`src/rtl/kbd_scan_pkg.sv`:
```
package kbd_scan_pkg;

    localparam int CODE_W = 8;
    localparam int CHAR_W = 8;

    localparam logic [CODE_W-1:0] SC_EXT_PREFIX   = 8'hE0;
    localparam logic [CODE_W-1:0] SC_BREAK_PREFIX = 8'hF0;
    localparam logic [CODE_W-1:0] SC_SHIFT_LEFT   = 8'h12;
    localparam logic [CODE_W-1:0] SC_SHIFT_RIGHT  = 8'h59;

    typedef struct packed {
        logic ext;
        logic rel;
        logic shift_l;
        logic shift_r;
    } track_t;

    typedef struct packed {
        logic              ready;
        logic [CODE_W-1:0] code;
        logic              ext;
        logic              rel;
        logic [CHAR_W-1:0] ascii;
    } keyout_t;

endpackage

```
`src/rtl/kbd_prefix_track.sv`:
```
module kbd_prefix_track
    import kbd_scan_pkg::*;
(
    input  logic              clk,
    input  logic              rst,
    input  logic              byte_valid,
    input  logic [CODE_W-1:0] byte_data,
    output logic              key_evt,
    output logic              key_ext,
    output logic              key_rel,
    output logic              key_is_shift,
    output logic              shift_active
);

    track_t trk_d, trk_q;
    logic   is_prefix;
    logic   is_left;
    logic   is_right;

    always_comb begin
        is_prefix    = (byte_data == SC_EXT_PREFIX) || (byte_data == SC_BREAK_PREFIX);
        is_left      = (byte_data == SC_SHIFT_LEFT);
        is_right     = (byte_data == SC_SHIFT_RIGHT);
        key_evt      = byte_valid && !is_prefix;
        key_ext      = trk_q.ext;
        key_rel      = trk_q.rel;
        key_is_shift = key_evt && !trk_q.ext && (is_left || is_right);
        shift_active = trk_q.shift_l || trk_q.shift_r;

        trk_d = trk_q;
        if (byte_valid) begin
            if (byte_data == SC_EXT_PREFIX) begin
                trk_d.ext = 1'b1;
            end else if (byte_data == SC_BREAK_PREFIX) begin
                trk_d.rel = 1'b1;
            end else begin
                trk_d.ext = 1'b0;
                trk_d.rel = 1'b0;
                if (!trk_q.ext && is_left)  trk_d.shift_l = !trk_q.rel;
                if (!trk_q.ext && is_right) trk_d.shift_r = !trk_q.rel;
            end
        end
    end

    always_ff @(posedge clk) begin
        if (rst) trk_q <= '0;
        else     trk_q <= trk_d;
    end

endmodule

```
`src/rtl/kbd_ascii_map.sv`:
```
module kbd_ascii_map
    import kbd_scan_pkg::*;
(
    input  logic [CODE_W-1:0] code,
    input  logic              shifted,
    input  logic              ext,
    output logic [CHAR_W-1:0] ascii
);

    logic [2*CHAR_W-1:0] pair;

    always_comb begin
        case (code)
            8'h1C: pair = "aA";
            8'h32: pair = "bB";
            8'h21: pair = "cC";
            8'h23: pair = "dD";
            8'h24: pair = "eE";
            8'h2B: pair = "fF";
            8'h34: pair = "gG";
            8'h33: pair = "hH";
            8'h43: pair = "iI";
            8'h3B: pair = "jJ";
            8'h42: pair = "kK";
            8'h4B: pair = "lL";
            8'h3A: pair = "mM";
            8'h31: pair = "nN";
            8'h44: pair = "oO";
            8'h4D: pair = "pP";
            8'h15: pair = "qQ";
            8'h2D: pair = "rR";
            8'h1B: pair = "sS";
            8'h2C: pair = "tT";
            8'h3C: pair = "uU";
            8'h2A: pair = "vV";
            8'h1D: pair = "wW";
            8'h22: pair = "xX";
            8'h35: pair = "yY";
            8'h1A: pair = "zZ";
            8'h16: pair = "1!";
            8'h1E: pair = "2@";
            8'h26: pair = "3#";
            8'h25: pair = "4$";
            8'h2E: pair = "5%";
            8'h36: pair = "6^";
            8'h3D: pair = "7&";
            8'h3E: pair = "8*";
            8'h46: pair = "9(";
            8'h45: pair = "0)";
            8'h4E: pair = "-_";
            8'h55: pair = "=+";
            8'h54: pair = "[{";
            8'h5B: pair = "]}";
            8'h5D: pair = "\\|";
            8'h4C: pair = ";:";
            8'h52: pair = "'\"";
            8'h0E: pair = "`~";
            8'h41: pair = ",<";
            8'h49: pair = ".>";
            8'h4A: pair = "/?";
            8'h29: pair = "  ";
            8'h5A: pair = 16'h0D0D;
            8'h0D: pair = 16'h0909;
            default: pair = '0;
        endcase

        if (ext)          ascii = '0;
        else if (shifted) ascii = pair[CHAR_W-1:0];
        else              ascii = pair[2*CHAR_W-1:CHAR_W];
    end

endmodule

```
`src/rtl/kbd_scan_decoder.sv`:
```
module kbd_scan_decoder
    import kbd_scan_pkg::*;
#(
    parameter bit HIDE_SHIFT = 1'b1
) (
    input  logic              clk,
    input  logic              rst,
    input  logic              byte_valid,
    input  logic [CODE_W-1:0] byte_data,
    input  logic              key_read,
    output logic              key_ready,
    output logic [CODE_W-1:0] key_code,
    output logic              key_ext,
    output logic              key_rel,
    output logic [CHAR_W-1:0] key_ascii,
    output logic              shift_on
);

    logic              evt;
    logic              evt_ext;
    logic              evt_rel;
    logic              evt_shift;
    logic              shift_pre;
    logic              strobe;
    logic [CHAR_W-1:0] evt_ascii;
    keyout_t           out_d, out_q;

    kbd_prefix_track i_track (
        .clk          (clk),
        .rst          (rst),
        .byte_valid   (byte_valid),
        .byte_data    (byte_data),
        .key_evt      (evt),
        .key_ext      (evt_ext),
        .key_rel      (evt_rel),
        .key_is_shift (evt_shift),
        .shift_active (shift_pre)
    );

    kbd_ascii_map i_map (
        .code    (byte_data),
        .shifted (shift_pre),
        .ext     (evt_ext),
        .ascii   (evt_ascii)
    );

    generate
        if (HIDE_SHIFT) begin : g_hide
            assign strobe = evt && !evt_shift;
        end else begin : g_pass
            assign strobe = evt;
        end
    endgenerate

    always_comb begin
        out_d = out_q;
        if (strobe) begin
            out_d.ready = 1'b1;
            out_d.code  = byte_data;
            out_d.ext   = evt_ext;
            out_d.rel   = evt_rel;
            out_d.ascii = evt_ascii;
        end else if (key_read) begin
            out_d.ready = 1'b0;
        end
    end

    always_ff @(posedge clk) begin
        if (rst) out_q <= '0;
        else     out_q <= out_d;
    end

    assign key_ready = out_q.ready;
    assign key_code  = out_q.code;
    assign key_ext   = out_q.ext;
    assign key_rel   = out_q.rel;
    assign key_ascii = out_q.ascii;
    assign shift_on  = shift_pre;

endmodule

```
`config.mk`:
```
export PLATFORM = sky130hd
export DESIGN_NAME = kbd_scan_decoder
export DESIGN_NICKNAME = d
export VERILOG_FILES = /design/src/rtl/kbd_scan_pkg.sv /design/src/rtl/kbd_prefix_track.sv /design/src/rtl/kbd_ascii_map.sv /design/src/rtl/kbd_scan_decoder.sv
export SDC_FILE = /design/constraint.sdc
export NUM_CORES = 1
export LEC_CHECK = 0
export BUFFER_PORTS_ARGS = -buffer_cell sky130_fd_sc_hd__buf_2
export CAP_MARGIN = 20
export CORE_UTILIZATION = 55
export DETAILED_ROUTE_END_ITERATION = 10
export PLACE_DENSITY = 0.76
export SLEW_MARGIN = 30
export SYNTH_ARGS = -nofsm -noshare
export SYNTH_HDL_FRONTEND = slang
export SYNTH_HIERARCHICAL = 1
export SYNTH_SLANG_ARGS = --single-unit
```
`constraint.sdc`:
```
create_clock -name clk -period 6.15 [get_ports clk]
set_input_delay 0.615 -clock clk [delete_from_list [all_inputs] [get_ports clk]]
set_output_delay 0.615 -clock clk [all_outputs]
set_load 0.005 [all_outputs]
```
Word level (Yosys, flattened, before mapping). Memory sizes are Yosys's and may differ from the RTL's. Index checks and enable logic that the tools add are counted.

Logic and storage cells: 43. Memory bits (read-only): 1792. Memories kept: 1. Output and inout port bits: 20. Bits of input ports: 12. Register bits: 23.

Equal/unequal tests: 5. Reduce and logical (&&, ||, !) cells: 18. Muxes and demuxes: 8. Bitwise logic cells: 2.

Memory list: (no name shown) (depth 128, bits a word 14, read ports 1, clocked after memory_dff 0, wr ports 0, line kbd_ascii_map.sv:13) `case (code)`.

Operators by type and width (count): == test 8 bit, second input constant (2); 2-to-1 mux 16 bit (1); 2-to-1 mux 8 bit (2); == test 8 x 5 -> 1 bit, second input constant (1); == test 8 x 7 -> 1 bit, second input constant (1); AND reduction 4 bit (2); logical AND 1 bit (6); 2-to-1 mux 1 bit (5); logical NOT 1 bit (4); AND reduction 2 bit (2); logical OR 1 bit (3); != test 2 x 1 -> 1 bit, second input constant (1); inverter 1 bit (2); nonzero test 2 bit (1).

Logic depth before layout (Yosys ltp). Gate-level depths: netlist (run 1).

Depth after elaboration: 9. Depth in mapped cells: 12. Depth with buffers taken out: 9.

Hierarchy. The synthesis (run 1) kept the hierarchy.

Modules (own cells, without submodules): kbd_ascii_map (seq. area each 0.0 um2, area an instance 1670.4 um2, cells each 251, instances 1); kbd_scan_decoder (seq. area each 380.4 um2, area an instance 893.4 um2, cells each 83, instances 1); kbd_prefix_track (seq. area each 80.1 um2, area an instance 220.2 um2, cells each 25, instances 1).

Least setup slack after synthesis (run 1). OpenSTA, ideal clock, no wires.

Kind: input-to-reg. From: in byte_data[2]. To: reg out_q, in the netlist key_ascii[0]. Slack: 3.736 ns. Setup time: 0.122 ns. Buffers on the path: 3. Stages: 11. Data required time: 6.028 ns. Data arrival time: 2.291 ns. Path through: buf_6 -> buf_12 -> buf_6 -> inv_2 -> ha_1 -> mux4_2 -> o221ai_1 -> a31oi_1 -> o31a_1 -> nand4bb_1 -> o21ai_0.

Elaborated cells between the ends (all ways): 16. Classes of those cells: eq/ne (4); mux (3); reduce/logical (8); memory (1).

RTL lines: start: declaration (line kbd_scan_decoder.sv:9) `input logic [CODE_W-1:0] byte_data,`; memory read (128 x 14 bit); 2-to-1 mux 16 bit (line kbd_ascii_map.sv:13); 2-to-1 mux 8 bit (line kbd_ascii_map.sv:68) `else if (shifted) ascii = pair[CHAR_W-1:0];`; 2-to-1 mux 8 bit (line kbd_ascii_map.sv:67) `if (ext) ascii = '0;`; net evt_ascii[0] (line kbd_scan_decoder.sv:25) `logic [CHAR_W-1:0] evt_ascii;`; end signal: assignment (line kbd_scan_decoder.sv:70) `else out_q <= out_d;`; end: declaration (line kbd_scan_decoder.sv:26) `keyout_t out_d, out_q;`.

The timed path passes the listed nets, and every way through them passes these cells. A chain may end at the register's enable or synchronous reset.

Final worst setup path (run 1).
From: in byte_data[1]. To: reg out_q, in the netlist key_ascii[1].

The elaborated chain is that of the path after synthesis.

==> impl_results.md, run 1 <==
- H-tree levels: 1
- Wire length on met2: 3430 microns
- Sw Pwr: 0.1395 mW
- Setup total negative slack: 0 ns
- DR iter-0 viols: 452
- Setup bufs post-CTS: 0
- Fin crit share: 0.4862
- Hold/Removal Path Class: flop to flop
- Sequential share of the synthesized area: 0.1654
- Syn avg cell area: 7.755 sq um
- Total Power: 0.3936 mW
- Crit-path max FO: 24
- HPWL Detailed: 4798 microns
- DRT Wirelength: 7323 microns
- GR Overflow Total: 0
- Worst vdd ir: 114.3 uV
- Slew Viols, Final: 0
- Status: finished, final reports clean
- Placer Congestion: 0.9250
- CTS tree: done
- Reg area: 460.4 sq um
- Top Layer Used: met4
- WP data required: 6.35 ns
- Post-Synth Adder-Cell Area: 0.03596
- Drt wl/cell: 17.35 microns
- Routed length on met1: 3142 microns
- Clk sinks: 23
- Slew HR: 0.3676
- Critical path class: input pin to flop
- Core area: 0.004786 sq mm
- Power Internal: 0.2541 mW
- Syn_nets: 379
- Post-synth top area cell: dfxtp_1
- Fraction of the mapped netlist area in compound gates: 0.3231
- Die Wd: 73.15 microns
- Clock power share: 0.235
- Hold violation count in the final report: 0
- Largest net degree at the start of global routing: 60
- Vias in the first global route: 2498
- Cell row count: 25
- Yosys reg bits: 23
- Number of fill cells: 460
- LEAKAGE: 1.020 nW
- YS warnings: 6
- Hold-fix buffers, CTS: 0
- Port bufs: 31
- Comb pwr share: 0.362
- P per Cell Area: 141.1 mW/mm^2
- RSZ-0062 raised after global routing: false
- Clock slew at reported path FFs: 0.08 ns
- Area Overhead vs Synth: 0.2249%
- Pre-antenna DRT Iters: 5
- Fin crit period: 2.990 ns
- Worst Setup Start Kind: input pin
- Multiplexer share of the synthesized area: 0.03416
- Post-Syn Instances: 359
- Post-synthesis async set-or-reset flop share: 0
- Synth Cell Area: 0.002784 sq mm
- Met3 routed WL: 684 microns
- Ranking of synthesized cells by area: dfxtp_1, nand2b_1, a21oi_1
- Residual DRC count: 0
- CP arrival: 3.19 ns
- CTS Buf Count: 3
- Clock Latency Late Sink: 0.26 ns
- Nets@finish: 376
- Max cap viols: 0
- CP max-delay cell: ha_1
- Switching Fraction: 0.3543
- Crit. End Element: flop
- Via count: 2765
- DIE AREA: 0.005350 sq mm
- Fin Clk Skew: 0.001383 ns
- Starting Density: 0.5817
- Max frequency: 334.4 MHz
- Area share of the leading cell type in the synthesized netlist: 0.1654
- I/O pins: 32
- Initial antenna violation count: 0
- Main combinational cell family by area after synthesis: compound AO/OA/AOI/OAI gates
- Synth Flop Type: dfxtp_1
- Max Root-Sink Buffers: 2
- Post-Synth XOR/XNOR Area: 0.006292
- Sequential share of power: 0.403
- Share of layout cells above drive strength 1: 0.1831
- Detail Route Antenna Nets: 0
- Max incr delay on CP: 0.61 ns
- Post-synth EDFFs: 0
- Cell Chain, Critical Path: buf_2, ha_1, nand2b_1, a21oi_1, o22ai_1, o32a_1, a221oi_2, nand4bb_1, o21ai_2
- Clk Tree Root Cell: clkbuf_8
- PostCTS Resize Cnt: 0
- Diode count: 0
- Area occupied by multi-input gates: 0.001991 sq mm
- Total track usage: 0.2828
- Setup Viol. Count Final: 0
- Synth Area in Simple Gates: 0.3128
- Global-route wire length before repair: 12010 microns
- Distinct cells, synth: 71
- Die height: 73.15 microns
- Tightest Pin Transition: 0.9444 ns
- Drt via density: 6.552
==> flip-flops by register name, indices dropped and copies added, names as in the netlist <==
name             count
key_ascii            8
key_ext              1
i_track/key_rel      1
key_ready            1
i_track/trk_q        2
key_rel              1
key_code             8
i_track/key_ext      1
==> path summary, 6_finish.rpt <==
kind	start	endpoint	slack [ns]	cells after the start
worst min-delay path	key_ext	key_ext	0.47	2
worst max-delay path	byte_data[1]	key_ascii[1]	3.16	9
worst max register to register	i_track/key_ext	key_ready	3.75	5
worst min register to register	key_ext	key_ext	0.47	2
==> cell families (layout without fill, tap and decap cells) <==
kind of cell | count (synthesis) | in the layout
other | 1 | 1
buffers and inverters | 52 | 48
flip-flops | 23 | 23
adder cells (fa/ha/maj) | 8 | 8
XOR/XNOR | 2 | 2
AO/OA/AOI/OAI | 129 | 129
AND/OR/NAND/NOR | 136 | 136
multiplexers | 8 | 8
==> cells in the final DEF (no fill, tap or decap), types with 3 or more instances in the layout <==
master	Yosys	layout
buf_2	10	30
nand2b_1	29	29
a21oi_1	30	29
dfxtp_1	23	23
nand2_1	17	17
nor2_1	16	16
o21ai_0	15	15
nor2b_1	12	12
nand4bb_1	11	11
nor3_1	11	11
o21ai_2	10	10
o21ai_1	10	10
inv_1	10	10
a31oi_1	9	9
ha_1	8	8
or4bb_1	7	7
a311oi_1	7	7
nand3_1	6	6
o31ai_1	6	6
mux2i_1	5	5
a211oi_1	5	5
o211ai_1	4	4
nand4_1	4	4
o2111ai_1	4	4
clkbuf_8	0	3
or3_1	3	3
o221ai_1	3	3
or2_2	3	3
==> critical path: cells and delay by family <==
family / cells / cell delay (ns)
AO/OA/AOI/OAI: 5 / 1.04
AND/OR/NAND/NOR: 2 / 0.56
buffers and inverters: 1 / 0.36
adder cells (fa/ha/maj): 1 / 0.61
==> synth_stat cells (4+ instances only) <==
cell type  instances
dfxtp_1           23
a211oi_1           5
or4bb_1            7
nand4_1            4
o21ai_0           15
mux2i_1            5
nor2_1            16
a311oi_1           7
nand4bb_1         11
o2111ai_1          4
buf_4              9
a21oi_1           30
o211ai_1           4
a31oi_1            9
nor3_1            11
nand3_1            6
nand2_1           17
nor2b_1           12
o21ai_2           10
nand2b_1          29
o31ai_1            6
clkbuf_1           9
buf_2             10
o21ai_1           10
buf_6              9
ha_1               8
inv_1             10
==> power by group through the flow <==
stage	registers, mW	clock network, mW	logic (mW)
final	0.159	0.0926	0.142
after global routing	0.159	0.101	0.156
after CTS	0.159	0.0962	0.139
after detailed placement	0.162	0	0.138
after global placement	0.162	0	0.137
after floorplan	0.163	0	0.113
==> metrics by stage <==
stage               std cells  worst slack, ns  cell area (sq um)  utilization  hold slack (ns)
CTS                       422            2.949               2784       0.5817           0.4670
global route              422            3.070               2790       0.5830           0.4871
floorplan                 359            3.736               2784            -           0.4300
detailed placement        418            2.682               2739       0.5723           0.4538
global placement          418            2.850               2739       0.5723           0.4444
finish                    422            3.160               2790       0.5830           0.4655
==> routing by layer <==
layer,vias up,GRT usage
li1,1347,-
met1,1264,0.4010
met2,144,0.4424
met3,10,0.05387
met4,0,0.06100
met5,-,0
==> area by class of cell <==
| type | instances | share of cell area |
|---|---|---|
| Tap cell | 67 | 0.03004 |
| Inverter | 12 | 0.01614 |
| Timing Repair Buffer | 32 | 0.05919 |
| Clock buffer | 4 | 0.01614 |
| Multi-Input combinational cell | 284 | 0.7135 |
| Sequential cell | 23 | 0.1650 |
Power figures use the tool's default switching activity.
==> inputs of run 2 (changes only) <==
- CORE_UTILIZATION: 55 -> 54
- PLACE_DENSITY: 0.76 -> 0.78
- clock period: 6.15 -> 2.44 ns (I/O delays scaled with it)
==> run 2 against run 1 <==
Effect of this change:
- core utilization is 2.9 points higher
- via count grew 8.3%
- clock skew is essentially flat
- non-clock buffer count grew 22
- largest power group unchanged
- first-iteration DRC count is 12% higher
- sequential power grew to 2.5 times the previous value
==> impl_results.md, run 2 (synthesized netlist as in run 1, its figures left out) <==
- Drt via density: 6.745
- CTS Buf Count: 3
- Pre-antenna DRT Iters: 6
- Leading cell type in the layout, fill and taps excluded: buf_2
- Cell Chain, Critical Path: or4_4, or2_0, a21oi_1, buf_4, nand4bb_1, o21ai_2
- Nets@finish: 398
- Placed insts: 440
- Slew Viols, Final: 0
- DR iter-0 viols: 506
- Sequential share of power: 0.385
- Final non-filler cell total: 444
- Hold/Removal Path Class: input pin to flop
- Clk sinks: 23
- Initial antenna violation count: 0
- Detail Route Antenna Nets: 0
- DP Worst Slack: 0.1074 ns
- Hold depth: 3
- Cell row count: 25
- Largest net degree at the start of global routing: 42
- DIE AREA: 0.005446 sq mm
- Worst R2R Path Depth: 6
- Via count: 2995
- Clk Tree Root Cell: clkbuf_8
- P per Cell Area: 350.3 mW/mm^2
- HPWL Detailed: 5857 microns
- Worst vdd ir: 359.1 uV
- Port bufs: 31
- Worst setup path endpoint: key_code[2]
- I/O pins: 32
- Starting Density: 0.5742
- Commonest non-fill, non-tap cells in the layout: buf_2, a21oi_1, nand2b_1, dfxtp_1, buf_4
- Diode count: 0
- Slack of the critical path: 0.2311 ns
- Crit. End Element: flop
- Setup total negative slack: 0 ns
- Clock Latency Late Sink: 0.26 ns
- CP arrival: 2.35 ns
- WP data required: 2.59 ns
- RSZ-0062 raised after global routing: false
- Tightest Pin Transition: 0.5562 ns
- Global-route wire length before repair: 13230 microns
- Slew HR: 0.6284
- Clock slew at reported path FFs: 0.08 ns
- Fin crit share: 0.9053
- Area Overhead vs Synth: 6.562%
- Switching Fraction: 0.3602
- Share of layout cells above drive strength 1: 0.2281
- R2R Path End: key_code[2]
- Total track usage: 0.3103
- Hold-fix buffers, CTS: 0
- Residual DRC count: 0
- DRT Wirelength: 8107 microns
- Vias in the first global route: 2712
- Hold Slack: 0.3064 ns
- Max cap viols: 0
- Area after DPL: 0.002917 sq mm
- LEAKAGE: 1.135 nW
- Placer Congestion: 1.078
- GR Overflow Total: 0
- CP startpoint: i_track/key_ext
- Fin area: 0.002967 sq mm
- Hold violation count in the final report: 0
- H-tree levels: 1
- Fin crit period: 2.209 ns
- Setup Viol. Count Final: 0
- PostCTS Resize Cnt: 0
- Power Internal: 0.6648 mW
- Worst Setup Start Kind: flop
- Max Root-Sink Buffers: 2
- Max incr delay on CP: 0.55 ns
- Crit-path max FO: 15
- Die Wd: 73.80 microns
- CP max-delay cell: or4_4
- Core area: 0.004848 sq mm
- Clock power share: 0.230
- Max frequency: 452.7 MHz
- Sw Pwr: 0.3743 mW
- Crit Reg-Reg Startpoint: i_track/key_ext
- CTS tree: done
- Fin Clk Skew: 0.001291 ns
- Worst R2R Setup Slack: 0.23 ns
- Comb pwr share: 0.385
- Status: finished, final reports clean
- Drt wl/cell: 18.26 microns
- Die height: 73.80 microns
- Setup bufs post-CTS: 0
- Critical path class: flop to flop
==> run 2: area by class of cell <==
type / count / area [sq um]
tap: 67 / 83.83
fill: 433 / 1882
timing repair buffer: 54 / 340.3
sequential: 23 / 460.4
multi-input combinational: 284 / 1992
inverter: 12 / 45.04
clock buffer: 4 / 45.04
==> run 2: worst min path at each step <==
stage,startpoint,to,slack (ns)
floorplan,rst,i_track/key_ext,0.32
global placement,i_track/trk_q[0],i_track/trk_q[0],0.45
detailed placement,key_ext,key_ext,0.45
CTS,key_read,key_ready,0.30
global route,key_read,key_ready,0.31
finish,key_read,key_ready,0.31
==> run 2: power by group through the flow <==
| stage | registers (mW) | logic (mW) | clock network, mW |
|---|---|---|---|
| 2_1_floorplan | 0.410 | 0.285 | 0 |
| 5_1_grt | 0.402 | 0.430 | 0.258 |
| 3_3_place_gp | 0.408 | 0.380 | 0 |
| 6_report | 0.400 | 0.400 | 0.239 |
| 4_1_cts | 0.400 | 0.386 | 0.241 |
| 3_5_place_dp | 0.409 | 0.384 | 0 |
==> run 2: layer usage <==
metal  global-route usage  share of wire  vias up
li1                     -              -     1385
met1               0.4275           0.41     1349
met2               0.4913           0.45      225
met3              0.04801           0.11       36
met4               0.1026          0.035        0
met5                    0              0        -
==> run 2: stage by stage <==
| step | total power [mW] | util |
|---|---|---|
| 5_1_grt | 1.091 | 0.6119 |
| 2_1_floorplan | 0.6945 | - |
| 3_5_place_dp | 0.7926 | 0.6015 |
| 4_1_cts | 1.027 | 0.6108 |
| 3_3_place_gp | 0.7882 | 0.6015 |
| 6_report | 1.039 | 0.6119 |
==> run 2: worst max-delay path, delay by kind of cell, from the launching register on <==
kind                   cells  cell delay, ns
AO/OA/AOI/OAI              2            0.48
buffers and inverters      1            0.27
flip-flops                 1            0.35
AND/OR/NAND/NOR            3            0.98
==> inputs of run 3 (changes only) <==
--- a/config.mk
+++ b/config.mk
@@ -8,7 +8,8 @@
 export BUFFER_PORTS_ARGS = -buffer_cell sky130_fd_sc_hd__buf_2
 export CAP_MARGIN = 20
-export CORE_UTILIZATION = 54
+export CORE_UTILIZATION = 55
 export DETAILED_ROUTE_END_ITERATION = 10
-export PLACE_DENSITY = 0.78
+export GPL_TIMING_DRIVEN = 1
+export PLACE_DENSITY = 0.76
 export SLEW_MARGIN = 30
 export SYNTH_ARGS = -nofsm -noshare
==> constraint.sdc (replaced) <==
create_clock -name clk -period 2.2 [get_ports clk]
set_input_delay 0.33 -clock clk [delete_from_list [all_inputs] [get_ports clk]]
set_output_delay 0.33 -clock clk [all_outputs]
set_load 0.005 [all_outputs]
==> run 3 against run 2 <==
Effect of this change:
- global-route usage rose by 3.1 points
- count of clock-buffer cells in the layout stayed put
- critical endpoint is now key_ascii[5]
- highest routed layer unchanged
- cell count is 5.6% higher
- clock skew barely moved
- critical path depth is 3 higher
- combinational power rose by 22%
- sequential share of layout area down 1.0 points
==> impl_results.md, run 3 (synthesized netlist as in run 1, its figures left out) <==
- Max frequency: 468.8 MHz
- Initial antenna violation count: 0
- Clk Tree Root Cell: clkbuf_8
- Fin crit period: 2.133 ns
- Total track usage: 0.3411
- Via count: 3061
- Hold-fix buffers, CTS: 0
- Setup Viol. Count Final: 0
- DR iter-0 viols: 441
- DRT Wirelength: 8646 microns
- Starting Density: 0.5817
- Max Root-Sink Buffers: 2
- H-tree levels: 1
- Area occupied by multi-input gates: 0.001987 sq mm
- Largest net degree at the start of global routing: 42
- Sw Pwr: 0.4277 mW
- GR Overflow Total: 0
- Fin Clk Skew: 0.001336 ns
- Die Wd: 73.15 microns
- Sequential share of power: 0.371
- Clock slew at reported path FFs: 0.08 ns
- Layout Utilization: 0.6633
- Switching Fraction: 0.3572
- Die height: 73.15 microns
- Drt wl/cell: 18.43 microns
- CTS tree: done
- Cell row count: 25
- Share of layout cells above drive strength 1: 0.2761
- Power Internal: 0.7696 mW
- LEAKAGE: 1.261 nW
- Tightest Pin Transition: 0.5197 ns
- Crit Reg-Reg Startpoint: i_track/trk_q[0]
- Worst Setup Start Kind: flop
- Crit. End Element: flop
- Hold violation count in the final report: 0
- Clock power share: 0.223
- Area after DPL: 0.003129 sq mm
- PostCTS Resize Cnt: 0
- Slew Viols, Final: 0
- Nets@finish: 423
- Area Overhead vs Synth: 14.02%
- HPWL Detailed: 6410 microns
- Critical path class: flop to flop
- Drt via density: 6.527
- Leading cell type in the layout, fill and taps excluded: buf_4
- Detail Route Antenna Nets: 0
- Max cap viols: 0
- Hold Crit Start: byte_valid
- P per Cell Area: 377.2 mW/mm^2
- Hold/Removal Path Class: input pin to flop
- Residual DRC count: 0
- Fin crit share: 0.9696
- Commonest non-fill, non-tap cells in the layout: buf_4, buf_2, a21oi_1, nand2b_1, dfxtp_1
- CP startpoint: i_track/trk_q[0]
- Slew HR: 0.6520
- Clock Latency Late Sink: 0.27 ns
- Clk sinks: 23
- Core area: 0.004786 sq mm
- I/O pins: 32
- Setup bufs post-CTS: 0
- Worst vdd ir: 296.1 uV
- DIE AREA: 0.005350 sq mm
- Vias in the first global route: 2790
- Fin area: 0.003174 sq mm
- Crit-path max FO: 16
- Comb pwr share: 0.407
- Placer Congestion: 0.9955
- Reg area: 460.4 sq um
- Global-route wire length before repair: 14050 microns
- Diode count: 0
- CP arrival: 2.29 ns
- WP data required: 2.36 ns
- Status: finished, final reports clean
- Pre-antenna DRT Iters: 5
- Number of fill cells: 434
- CTS Buf Count: 3
- Port bufs: 31
- RSZ-0062 raised after global routing: false
run 3: cell types whose count changed in the layout (fill, tap and decap cells not counted), sizes merged:
cell  before  now
buf       54   79
run 3: layer usage:
metal / wire length [microns] / share of wire / up-vias / GRT usage
met3: 997 / 0.12 / 24 / 0.08425
met5: 0 / 0 / - / 0
li1: - / - / 1429 / -
met2: 3808 / 0.44 / 199 / 0.4990
met1: 3627 / 0.42 / 1409 / 0.4866
met4: 213 / 0.025 / 0 / 0.1068
run 3: worst paths after layout:
check                     to  cells past startpoint  slack (ns)
max             key_ascii[5]                      9        0.07
min          i_track/key_rel                      3        0.40
max reg2reg     key_ascii[5]                      9        0.07
min reg2reg      key_code[6]                      2        0.47
run 3: critical path, cell delays in order (launching register included):
cell       delay (ns)
dfxtp_1          0.32
or2_2            0.46
buf_4            0.24
nor2b_1          0.14
a31oi_1          0.21
o41ai_1          0.11
a311oi_1         0.25
nor3b_1          0.08
nand4bb_1        0.13
o21ai_2          0.08
run 3: cell type report:
cell class,count,share of cell area
Timing Repair Buffer,79,0.1742
Clock buffer,4,0.01419
Multi-Input combinational cell,284,0.6259
Sequential cell,23,0.1451
Tap cell,67,0.02641
Inverter,12,0.01419
run 3: through the flow:
| step | worst slack (ns) | TNS, ns | total power [mW] | hold slack [ns] | std cells |
|---|---|---|---|---|---|
| floorplan | 0.07124 | 0 | 0.7703 | 0.4093 | 359 |
| global placement | -0.1102 | -0.1874 | 0.9249 | 0.4473 | 465 |
| detailed placement | -0.1356 | -0.1757 | 0.9238 | 0.4562 | 465 |
| CTS | 0.1330 | 0 | 1.185 | 0.4064 | 469 |
| global route | 0.02177 | 0 | 1.256 | 0.4010 | 469 |
| finish | 0.06685 | 0 | 1.197 | 0.3971 | 469 |
run 3: power by group through the flow:
stage	registers, mW	logic [mW]	clock network [mW]
final	0.444	0.487	0.267
after global placement	0.453	0.472	0
after floorplan	0.454	0.316	0
after CTS	0.444	0.473	0.268
after global routing	0.446	0.526	0.284
after detailed placement	0.453	0.471	0
